$ cat src/rtl/mdio_mgmt_pkg.sv
// Package: shared constants, selector codes and request type for the
// register-controlled MDIO master. Assumes Clause 22 frames only.
package mdio_mgmt_pkg;

    localparam int PHY_W    = 5;
    localparam int REGN_W   = 5;
    localparam int DATA_W   = 16;
    localparam int BUS_W    = 32;
    localparam int PHY_LSB  = 8;

    localparam int CTRL_RD   = 3;
    localparam int CTRL_WR   = 2;
    localparam int STAT_BUSY = 0;

    localparam int PRE_LEN    = 32;
    localparam int HDR_LEN    = PRE_LEN + 2 + 2 + PHY_W + REGN_W;
    localparam int DATA_FIRST = HDR_LEN + 2;
    localparam int FRAME_LEN  = DATA_FIRST + DATA_W;

    localparam logic [1:0] SOF_BITS = 2'b01;
    localparam logic [1:0] OP_RD    = 2'b10;
    localparam logic [1:0] OP_WR    = 2'b01;
    localparam logic [1:0] TA_WR    = 2'b10;

    typedef enum logic [2:0] {
        SEL_ADDR  = 3'd0,
        SEL_WDATA = 3'd1,
        SEL_CTRL  = 3'd2,
        SEL_STAT  = 3'd3,
        SEL_RDATA = 3'd4
    } reg_sel_e;

    typedef struct packed {
        logic              is_rd;
        logic [PHY_W-1:0]  phy;
        logic [REGN_W-1:0] regn;
        logic [DATA_W-1:0] wdata;
    } mdio_req_t;

endpackage

$ cat src/rtl/mdio_mgmt_regs.sv
// Register file: holds the address, write data, control request bits and
// captured read data. It issues a one-cycle start when a control write
// carries a request while the engine is idle. Assumes a single-cycle write
// strobe and a combinational read port.
module mdio_mgmt_regs
    import mdio_mgmt_pkg::*;
(
    input  logic             clk,
    input  logic             rst_n,
    input  logic [2:0]       reg_sel,
    input  logic             reg_wen,
    input  logic [BUS_W-1:0] reg_wdata,
    output logic [BUS_W-1:0] reg_rdata,
    input  logic             busy,
    input  logic             done,
    input  logic             rd_valid,
    input  logic [DATA_W-1:0] rd_data,
    output logic             start,
    output mdio_req_t        req
);

    logic [PHY_W-1:0]  phy_q;
    logic [REGN_W-1:0] regn_q;
    logic [DATA_W-1:0] wdata_q;
    logic [DATA_W-1:0] rdata_q;
    logic              ctrl_rd_q;
    logic              ctrl_wr_q;
    logic              wr_ctrl;
    logic              want_wr;
    logic              want_rd;
    logic              unused_hi;

    assign unused_hi = ^reg_wdata[BUS_W-1:DATA_W];

    // Decode a control write; a write request masks a read request.
    always_comb begin
        wr_ctrl = reg_wen && (reg_sel == SEL_CTRL);
        want_wr = reg_wdata[CTRL_WR];
        want_rd = reg_wdata[CTRL_RD] && !reg_wdata[CTRL_WR];
        start   = wr_ctrl && !busy && (want_wr || want_rd);
    end

    // Present the request fields to the frame engine.
    always_comb begin
        req.is_rd = want_rd;
        req.phy   = phy_q;
        req.regn  = regn_q;
        req.wdata = wdata_q;
    end

    // Address and write-data registers.
    always_ff @(posedge clk) begin
        if (!rst_n) begin
            phy_q   <= '0;
            regn_q  <= '0;
            wdata_q <= '0;
        end else if (reg_wen) begin
            if (reg_sel == SEL_ADDR) begin
                phy_q  <= reg_wdata[PHY_LSB +: PHY_W];
                regn_q <= reg_wdata[REGN_W-1:0];
            end
            if (reg_sel == SEL_WDATA) begin
                wdata_q <= reg_wdata[DATA_W-1:0];
            end
        end
    end

    // Request bits: set by an accepted control write, cleared at frame end.
    always_ff @(posedge clk) begin
        if (!rst_n) begin
            ctrl_rd_q <= 1'b0;
            ctrl_wr_q <= 1'b0;
        end else if (start) begin
            ctrl_rd_q <= want_rd;
            ctrl_wr_q <= want_wr;
        end else if (done) begin
            ctrl_rd_q <= 1'b0;
            ctrl_wr_q <= 1'b0;
        end
    end

    // Read-data register, loaded when a read frame completes.
    always_ff @(posedge clk) begin
        if (!rst_n) begin
            rdata_q <= '0;
        end else if (rd_valid) begin
            rdata_q <= rd_data;
        end
    end

    // Read multiplexer over the five registers.
    always_comb begin
        reg_rdata = '0;
        case (reg_sel)
            SEL_ADDR: begin
                reg_rdata[PHY_LSB +: PHY_W] = phy_q;
                reg_rdata[REGN_W-1:0]       = regn_q;
            end
            SEL_WDATA: reg_rdata[DATA_W-1:0] = wdata_q;
            SEL_CTRL: begin
                reg_rdata[CTRL_RD] = ctrl_rd_q;
                reg_rdata[CTRL_WR] = ctrl_wr_q;
            end
            SEL_STAT:  reg_rdata[STAT_BUSY]  = busy;
            SEL_RDATA: reg_rdata[DATA_W-1:0] = rdata_q;
            default:   reg_rdata = '0;
        endcase
    end

endmodule

$ cat src/rtl/mdio_mgmt_clkdiv.sv
// MDC generator: divides the system clock by CLK_DIV (even, at least 2)
// while enabled and rests low when disabled. rise and fall are high in the
// cycle whose closing edge takes MDC high or low.
module mdio_mgmt_clkdiv #(
    parameter int CLK_DIV = 8
) (
    input  logic clk,
    input  logic rst_n,
    input  logic en,
    output logic mdc,
    output logic rise,
    output logic fall
);

    localparam int HALF = CLK_DIV / 2;
    localparam int CW   = (HALF > 1) ? $clog2(HALF) : 1;

    logic wrap;
    logic mdc_q;

    generate
        if (HALF == 1) begin : g_fast
            assign wrap = 1'b1;
        end else begin : g_cnt
            logic [CW-1:0] cnt_q;
            // Half-period counter, held at zero while disabled.
            always_ff @(posedge clk) begin
                if (!rst_n || !en) begin
                    cnt_q <= '0;
                end else if (cnt_q == CW'(HALF - 1)) begin
                    cnt_q <= '0;
                end else begin
                    cnt_q <= cnt_q + CW'(1);
                end
            end
            assign wrap = (cnt_q == CW'(HALF - 1));
        end
    endgenerate

    // MDC level: toggles at each half-period wrap, low when idle.
    always_ff @(posedge clk) begin
        if (!rst_n || !en) begin
            mdc_q <= 1'b0;
        end else if (wrap) begin
            mdc_q <= !mdc_q;
        end
    end

    assign mdc  = mdc_q;
    assign rise = en && wrap && !mdc_q;
    assign fall = en && wrap && mdc_q;

endmodule

$ cat src/rtl/mdio_mgmt_frame.sv
// Frame engine: loads a 64-bit Clause 22 frame at start, shifts it out one
// bit per MDC period on falling edges, releases the line for the read
// turnaround and data, and shifts in 16 read bits on rising edges.
// Assumes rise and fall never occur in the same cycle.
module mdio_mgmt_frame
    import mdio_mgmt_pkg::*;
(
    input  logic              clk,
    input  logic              rst_n,
    input  logic              start,
    input  mdio_req_t         req,
    input  logic              rise,
    input  logic              fall,
    input  logic              mdio_i,
    output logic              busy,
    output logic              rd_mode,
    output logic              mdio_o,
    output logic              mdio_oe,
    output logic              done,
    output logic              rd_valid,
    output logic [DATA_W-1:0] rd_data
);

    localparam int IDX_W = $clog2(FRAME_LEN);
    localparam logic [IDX_W-1:0] LAST_IDX = IDX_W'(FRAME_LEN - 1);
    localparam logic [IDX_W-1:0] HDR_IDX  = IDX_W'(HDR_LEN);
    localparam logic [IDX_W-1:0] DAT_IDX  = IDX_W'(DATA_FIRST);

    logic                 busy_q;
    logic                 rd_q;
    logic                 oe_q;
    logic [IDX_W-1:0]     idx_q;
    logic [IDX_W-1:0]     idx_nx;
    logic [FRAME_LEN-1:0] sh_q;
    logic [FRAME_LEN-1:0] load_frame;
    logic [DATA_W-1:0]    cap_q;

    // Assemble the frame image for the request being accepted.
    always_comb begin
        load_frame = {{PRE_LEN{1'b1}}, SOF_BITS,
                      req.is_rd ? OP_RD : OP_WR,
                      req.phy, req.regn,
                      req.is_rd ? 2'b11 : TA_WR,
                      req.is_rd ? {DATA_W{1'b1}} : req.wdata};
        idx_nx = idx_q + IDX_W'(1);
    end

    // Frame sequencing: load, shift on MDC falls, capture on MDC rises.
    always_ff @(posedge clk) begin
        if (!rst_n) begin
            busy_q <= 1'b0;
            rd_q   <= 1'b0;
            oe_q   <= 1'b0;
            idx_q  <= '0;
            sh_q   <= '1;
            cap_q  <= '0;
        end else if (!busy_q) begin
            if (start) begin
                busy_q <= 1'b1;
                rd_q   <= req.is_rd;
                oe_q   <= 1'b1;
                idx_q  <= '0;
                sh_q   <= load_frame;
                cap_q  <= '0;
            end
        end else begin
            if (rise && rd_q && (idx_q >= DAT_IDX)) begin
                cap_q <= {cap_q[DATA_W-2:0], mdio_i};
            end
            if (fall) begin
                if (idx_q == LAST_IDX) begin
                    busy_q <= 1'b0;
                    oe_q   <= 1'b0;
                    sh_q   <= '1;
                end else begin
                    idx_q <= idx_nx;
                    sh_q  <= {sh_q[FRAME_LEN-2:0], 1'b1};
                    oe_q  <= !rd_q || (idx_nx < HDR_IDX);
                end
            end
        end
    end

    assign busy     = busy_q;
    assign rd_mode  = rd_q;
    assign mdio_o   = sh_q[FRAME_LEN-1];
    assign mdio_oe  = oe_q;
    assign done     = busy_q && fall && (idx_q == LAST_IDX);
    assign rd_valid = done && rd_q;
    assign rd_data  = cap_q;

endmodule

$ cat src/rtl/mdio_regs_master.sv
// Top: register-controlled Clause 22 MDIO master. Connects the register
// file, MDC divider and frame engine. Assumes CLK_DIV is even and >= 2;
// the pad tristate is built outside from mdio_o and mdio_oe.
module mdio_regs_master
    import mdio_mgmt_pkg::*;
#(
    parameter int CLK_DIV = 8
) (
    input  logic        clk,
    input  logic        rst_n,
    input  logic [2:0]  reg_sel,
    input  logic        reg_wen,
    input  logic [31:0] reg_wdata,
    output logic [31:0] reg_rdata,
    output logic        mdc,
    output logic        mdio_o,
    output logic        mdio_oe,
    input  logic        mdio_i
);

    logic              eng_busy;
    logic              eng_rd;
    logic              eng_done;
    logic              eng_rd_valid;
    logic [DATA_W-1:0] eng_rd_data;
    logic              tick_rise;
    logic              tick_fall;
    logic              start;
    mdio_req_t         req;

    mdio_mgmt_regs u_regs (
        .clk       (clk),
        .rst_n     (rst_n),
        .reg_sel   (reg_sel),
        .reg_wen   (reg_wen),
        .reg_wdata (reg_wdata),
        .reg_rdata (reg_rdata),
        .busy      (eng_busy),
        .done      (eng_done),
        .rd_valid  (eng_rd_valid),
        .rd_data   (eng_rd_data),
        .start     (start),
        .req       (req)
    );

    mdio_mgmt_clkdiv #(
        .CLK_DIV (CLK_DIV)
    ) u_clkdiv (
        .clk   (clk),
        .rst_n (rst_n),
        .en    (eng_busy),
        .mdc   (mdc),
        .rise  (tick_rise),
        .fall  (tick_fall)
    );

    mdio_mgmt_frame u_frame (
        .clk      (clk),
        .rst_n    (rst_n),
        .start    (start),
        .req      (req),
        .rise     (tick_rise),
        .fall     (tick_fall),
        .mdio_i   (mdio_i),
        .busy     (eng_busy),
        .rd_mode  (eng_rd),
        .mdio_o   (mdio_o),
        .mdio_oe  (mdio_oe),
        .done     (eng_done),
        .rd_valid (eng_rd_valid),
        .rd_data  (eng_rd_data)
    );

endmodule

$ cat config.mk
export PLATFORM = sky130hd
export DESIGN_NAME = mdio_regs_master
export DESIGN_NICKNAME = d
export VERILOG_FILES = /design/src/rtl/mdio_mgmt_pkg.sv /design/src/rtl/mdio_mgmt_regs.sv /design/src/rtl/mdio_mgmt_clkdiv.sv /design/src/rtl/mdio_mgmt_frame.sv /design/src/rtl/mdio_regs_master.sv
export SDC_FILE = /design/constraint.sdc
export NUM_CORES = 1
export LEC_CHECK = 0
export CAP_MARGIN = 25
export CELL_PAD_IN_SITES_DETAIL_PLACEMENT = 1
export CELL_PAD_IN_SITES_GLOBAL_PLACEMENT = 1
export CORE_UTILIZATION = 44
export CTS_CLUSTER_DIAMETER = 150
export CTS_CLUSTER_SIZE = 8
export DETAILED_ROUTE_END_ITERATION = 8
export PLACE_DENSITY_LB_ADDON = 0.08
export SYNTH_ARGS = -nofsm -noshare
export SYNTH_HDL_FRONTEND = slang
export SYNTH_SLANG_ARGS = --single-unit
$ cat constraint.sdc
create_clock -name clk -period 3.3 [get_ports clk]
set_input_delay 0.825 -clock clk [delete_from_list [all_inputs] [get_ports clk]]
set_output_delay 0.825 -clock clk [all_outputs]
set_load 0.02 [all_outputs]
After elaboration in Yosys (flattened, before gate mapping)
Index checks and enable logic that the tools add are counted.
- add/sub/neg operators: 2
- multiply operators: 0
- divide/modulo/power cells: 0
- order comparisons: 2
- eq/ne operators: 9
- shift operators: 0
- multiplexer cells: 32
- bitwise gates (word level): 1
- reductions and logical operators: 30
- operator list (operator ; number):
    $mux W64 ; 4
    $mux W16 ; 4
    $mux W6 ; 4
    $pmux W5 S3 ; 1
    $logic_and A1 B1 Y1 ; 12
    $mux W1 ; 12
    $pmux W3 S2 ; 2
    $reduce_and A2 Y1 ; 5
    $pmux W2 S4 ; 1
    $add A6 B1 Y6 const B ; 1
    $eq A3 B2 Y1 const B ; 2
    $eq A6 B6 Y1 const B ; 1
    $ge A6 B6 Y1 const B ; 1
    $lt A6 B6 Y1 const B ; 1
    $pmux W1 S3 ; 2
    $logic_not A1 Y1 ; 5
    $ne A2 B2 Y1 const B ; 2
    $pmux W1 S4 ; 1
    $reduce_bool A2 Y1 ; 2
    $eq A3 B1 Y1 const B ; 1
    $eq A3 B3 Y1 const B ; 1
    $logic_not A3 Y1 ; 1
    $logic_or A1 B1 Y1 ; 3
    $reduce_and A3 Y1 ; 1
    6 further kinds ; 6
- register bits after elaboration: 136
- latch bits: 0
- bits in writable memories: 0
- ROM bits: 0
- input port bits: 39
- output and inout port bits: 35
- word-level logic and storage cells: 90
- memories kept: 0

Depth between registers and ports, before layout
- depth in word-level cells: 7
- gate-level depth with buffers: 8
- depth with buffers taken out: 5

By module
From an unflattened synthesis, not the netlist that was laid out.
- cells, all modules: 715
- area total of the unflattened synthesis: 6130.9 um^2
- by module, submodules not included (module ; instances ; cells an instance ; area each (um^2) ; seq. area each (um^2)):
    mdio_mgmt_frame ; 1 ; 446 ; 3729.8 ; 1781.7
    mdio_mgmt_regs ; 1 ; 257 ; 2284.7 ; 880.8
    mdio_mgmt_clkdiv ; 1 ; 12 ; 116.4 ; 60.1

Least setup slack after synthesis
No wires, ideal clock.
- path type: in2out
- start point: input reg_sel[1]
- end point: output reg_rdata[2]
- data arrival time: 2.000 ns
- required time: 2.475 ns
- slack: 0.475 ns
- stages on the path: 6
- buffers on the path: 2
- cell sequence: clkbuf_2 -> buf_1 -> mux2i_1 -> nor2_1 -> a21oi_1 -> o21ai_0
- longest elaborated chain between the ends: 2
- elaborated cells on any way between the ends: 5
- classes of those cells: eq/ne (3); mux (1); reduce/logical (1)
- RTL lines (what ; line ; RTL):
    from (decl) ; mdio_regs_master.sv:11 ; input logic [2:0] reg_sel,
    $eq A3 B3 Y1 (tied with other cells) ; mdio_mgmt_regs.sv:94 ; case (reg_sel)
    $pmux W2 S4 * ; mdio_mgmt_regs.sv:94 ;
    to (decl) ; mdio_regs_master.sv:14 ; output logic [31:0] reg_rdata,
Mark *: on every way between the ends. The rest lies on a longest branch, timed or not.

Final worst setup path
- start point: input reg_sel[2]
- end point: output reg_rdata[3]
Same word-level chain as after synthesis.

==> results.sh <==
export IMPL_cts_max_level=4
export IMPL_grt_pass1_wl_um=25100
export IMPL_report_final_setup_viol=0
export IMPL_cp_arrival_ns=2.34
export IMPL_ff2ff_path_depth=6
export IMPL_finalNonFillerCells=874
export IMPL_dp_hpwl_um=9470
export IMPL_antennaDiodeCount=0
export IMPL_synth_top_area_frac=0.489
export IMPL_io_pins=74
export IMPL_internal_power_w=0.00312
export IMPL_finalMaxSlewViolations=0
export IMPL_ant_nets=0
export IMPL_avgRoutedWirePerCell_um=17.4
export IMPL_seq_area_frac_synth=0.489
export IMPL_grt_max_degree=60
export IMPL_synthXorXnorAreaFrac=0.00314
export IMPL_synthesis_instances=661
export IMPL_power_frac_comb=0.053
export IMPL_min_period_over_period=0.960
export IMPL_skew_ns=0.00429
export IMPL_ys_ff_latch=136
export IMPL_synth_commonest_cells="dfxtp_1 (136), nand2_1 (95), a21oi_1 (89)"
export IMPL_gp_congestion=0.789
export IMPL_status="finished clean"
export IMPL_critPathLaunchType="input pin"
export IMPL_synthAdderAreaFrac=0.00449
export IMPL_grt_pass1_vias=5036
export IMPL_min_period_ns=3.17
export IMPL_reg2reg_from="u_frame.busy$_SDFF_PN0_"
export IMPL_pre_cts_slack_ns=-0.289
export IMPL_startpoint="reg_sel[2]"
export IMPL_path_cells="clkdlybuf4s50_1 -> buf_12 -> mux2i_1 -> o32ai_1 -> dlygate4sd1_1"
export IMPL_power_frac_seq=0.422
export IMPL_regToRegEndpoint="u_frame.sh_q[6]$_SDFFE_PN1P_"
export IMPL_p_clk_frac=0.526
export IMPL_synth_mux_area_frac=0.0467
export IMPL_start_util=0.458
export IMPL_port_buffers=41
export IMPL_max_stage_delay_ns=0.56
export IMPL_clock_sinks=136
export IMPL_synth_area_top_cells="dfxtp_1 (49%), a21oi_1 (8.0%), o22ai_1 (6.7%)"
export IMPL_crit_type="input pin to output pin"
export IMPL_clockBufferDepth=2
export IMPL_grt_setup_unrepaired="no"
export IMPL_holdPathStages=1
export IMPL_end_kind="output pin"
export IMPL_timing_reg2reg_setup_slack_ns=1.17
export IMPL_synth_edff_count=0
export IMPL_grt_overflow_total=0
export IMPL_ys_warn_count=0
export IMPL_drc_errors=0
export IMPL_fp_row_count=40
export IMPL_p_switching_w=0.000858
export IMPL_slew_headroom=0.438
export IMPL_drt_wl_total_um=15200
export IMPL_powerDensity_nw_per_um2=585
export IMPL_holdPathEnd="u_clkdiv.g_cnt.cnt_q[0]$_SDFF_PP0_"
export IMPL_layout_nets=734
export IMPL_die_area_um2=13100
export IMPL_worstHoldPathType="register to register"
export IMPL_syn_area_per_cell_um2=8.43
export IMPL_synth_compound_area_share=0.213
export IMPL_cp_slowest_cell="clkdlybuf4s50_1"
export IMPL_min_from="u_clkdiv.g_cnt.cnt_q[0]$_SDFF_PP0_"
export IMPL_cts_buffers=17
export IMPL_synth_main_ff_cell="dfxtp_1"
export IMPL_critPathRequiredTime_ns=2.47
export IMPL_hold_buffers=0
export IMPL_core_um2=12200
export IMPL_dp_cells=840
export IMPL_synth_async_reset_ratio=0
export IMPL_synthSimpleGateAreaFrac=0.178
export IMPL_clockRootBuffer="clkbuf_16"
export IMPL_vias=4881
export IMPL_die_h_um=115
export IMPL_layout_drive_gt1_share=0.109
export IMPL_tritoncts="done"
export IMPL_synth_distinct_cells=50
export IMPL_die_x_um=115
export IMPL_path_max_fanout=16
export IMPL_syn_to_final_growth_pct=21.9
export IMPL_setup_slack_ns=0.133
export IMPL_cap_viol_max_count=0
export IMPL_tightest_slew_ns=0.843
export IMPL_fmax_mhz=316
export IMPL_firstDrtPassIters=4
export IMPL_hold_viol_final=0
export IMPL_ir_drop_mv=0.353
export IMPL_hold_ws_ns=0.424
export IMPL_grt_antenna_before_repair=0
export IMPL_synth_top_area_cell="dfxtp_1"
export IMPL_fillers=1432
export IMPL_routed_via_density=5.58
export IMPL_leakage_nw=2.43
export IMPL_netlist_area_um2=5570
export IMPL_clock_latency_ns=0.43
export IMPL_grt_usage=0.248
export IMPL_clk_pin_slew_worst_paths_ns=0.06
export IMPL_yosysMostFrequentCell="dfxtp_1"
export IMPL_drt_iter0_markers=271
export IMPL_synth_top_family_by_area="compound AO/OA/AOI/OAI gates"
export IMPL_power_switching_share=0.216
cell type report:
cell class	instances	area [µm²]	area share
repair buffers	69	657	0.0968
inverters	1	3.75	0.000553
clock buffers	19	453	0.0667
clock inverters	13	200	0.0295
well taps	168	210	0.0310
flip-flops and latches	136	2720	0.401
multi-input cells	468	2540	0.374
registers in the layout, summed over array words and instances (netlist names):
register,count
u_frame.sh_q,64
u_frame.rd_data,16
u_regs.rdata_q,16
u_regs.wdata_q,16
u_frame.idx_q,6
u_regs.phy_q,5
u_regs.regn_q,5
u_clkdiv.g_cnt.cnt_q,2
u_clkdiv.mdc,1
u_frame.busy,1
u_frame.mdio_oe,1
u_frame.rd_mode,1
u_regs.ctrl_rd_q,1
u_regs.ctrl_wr_q,1
layer usage:
layer,global-route usage,routed length (µm)
met4,0.0944,301
met5,0,0
met2,0.432,7600
met3,0.0693,593
met1,0.290,6730
layout by cell type (no fill, tap or decap), types with 9 or more instances in the layout:
master / netlist / routed
a21oi_1: 89 / 89
buf_4: 16 / 24
clkbuf_16: 0 / 17
clkdlybuf4s50_1: 0 / 24
conb_1: 1 / 16
dfxtp_1: 136 / 136
dlygate4sd2_1: 0 / 12
mux2i_1: 26 / 26
nand2_1: 95 / 95
nand3_1: 42 / 42
nor2_1: 43 / 43
o21ai_0: 29 / 29
o21ai_1: 10 / 9
o22ai_1: 60 / 60
timing repair:
item                       4_1_cts  5_1_grt
hold endpoints to repair         0        0
cloned                           1        0
resized for setup               21        5
setup buffers                    1        0
setup endpoints to repair       16        3
through the flow:
stage	instance area, µm²	setup TNS [ns]	utilization	total power, W
2_1_floorplan	5630	0	-	0.00184
3_3_place_gp	6120	-2.96	0.503	0.00191
3_5_place_dp	6120	-3.38	0.503	0.00191
4_1_cts	6800	0	0.559	0.00401
5_1_grt	6790	0	0.558	0.00410
6_report	6790	0	0.558	0.00397
logic make-up (layout without fill, tap and decap cells):
group,count (synthesis),count (layout)
buffers and inverters,72,102
adders and majority gates,2,2
muxes,26,26
DFF,136,136
and+or+nand+nor,213,213
xor gates and xnor gates,2,2
other,1,16
AOI/OAI and AO/OA,209,209
power by group through the flow:
stage,Sequential (W),Clock (W),Combinational [W]
floorplan,0.00171,0,0.000136
global placement,0.00171,0,0.000197
detailed placement,0.00171,0,0.000202
CTS,0.00167,0.00212,0.000209
global route,0.00168,0.00220,0.000227
finish,0.00168,0.00209,0.000209
how the worst max path moves through the flow:
stage / end / slack [ns] / cells past startpoint
after floorplan: reg_rdata[2] / 0.48 / 6
after global placement: reg_rdata[0] / -0.26 / 8
after detailed placement: reg_rdata[2] / -0.29 / 6
after CTS: reg_rdata[2] / 0.006 / 7
after global routing: reg_rdata[1] / 0.004 / 6
final: reg_rdata[3] / 0.13 / 5
worst max-delay path, delay by kind of cell:
| kind | cells | cell delay (ns) |
|---|---|---|
| buf+inv | 3 | 1.09 |
| compound gates | 1 | 0.34 |
| mux | 1 | 0.08 |
(Power assumes the default switching activity.)
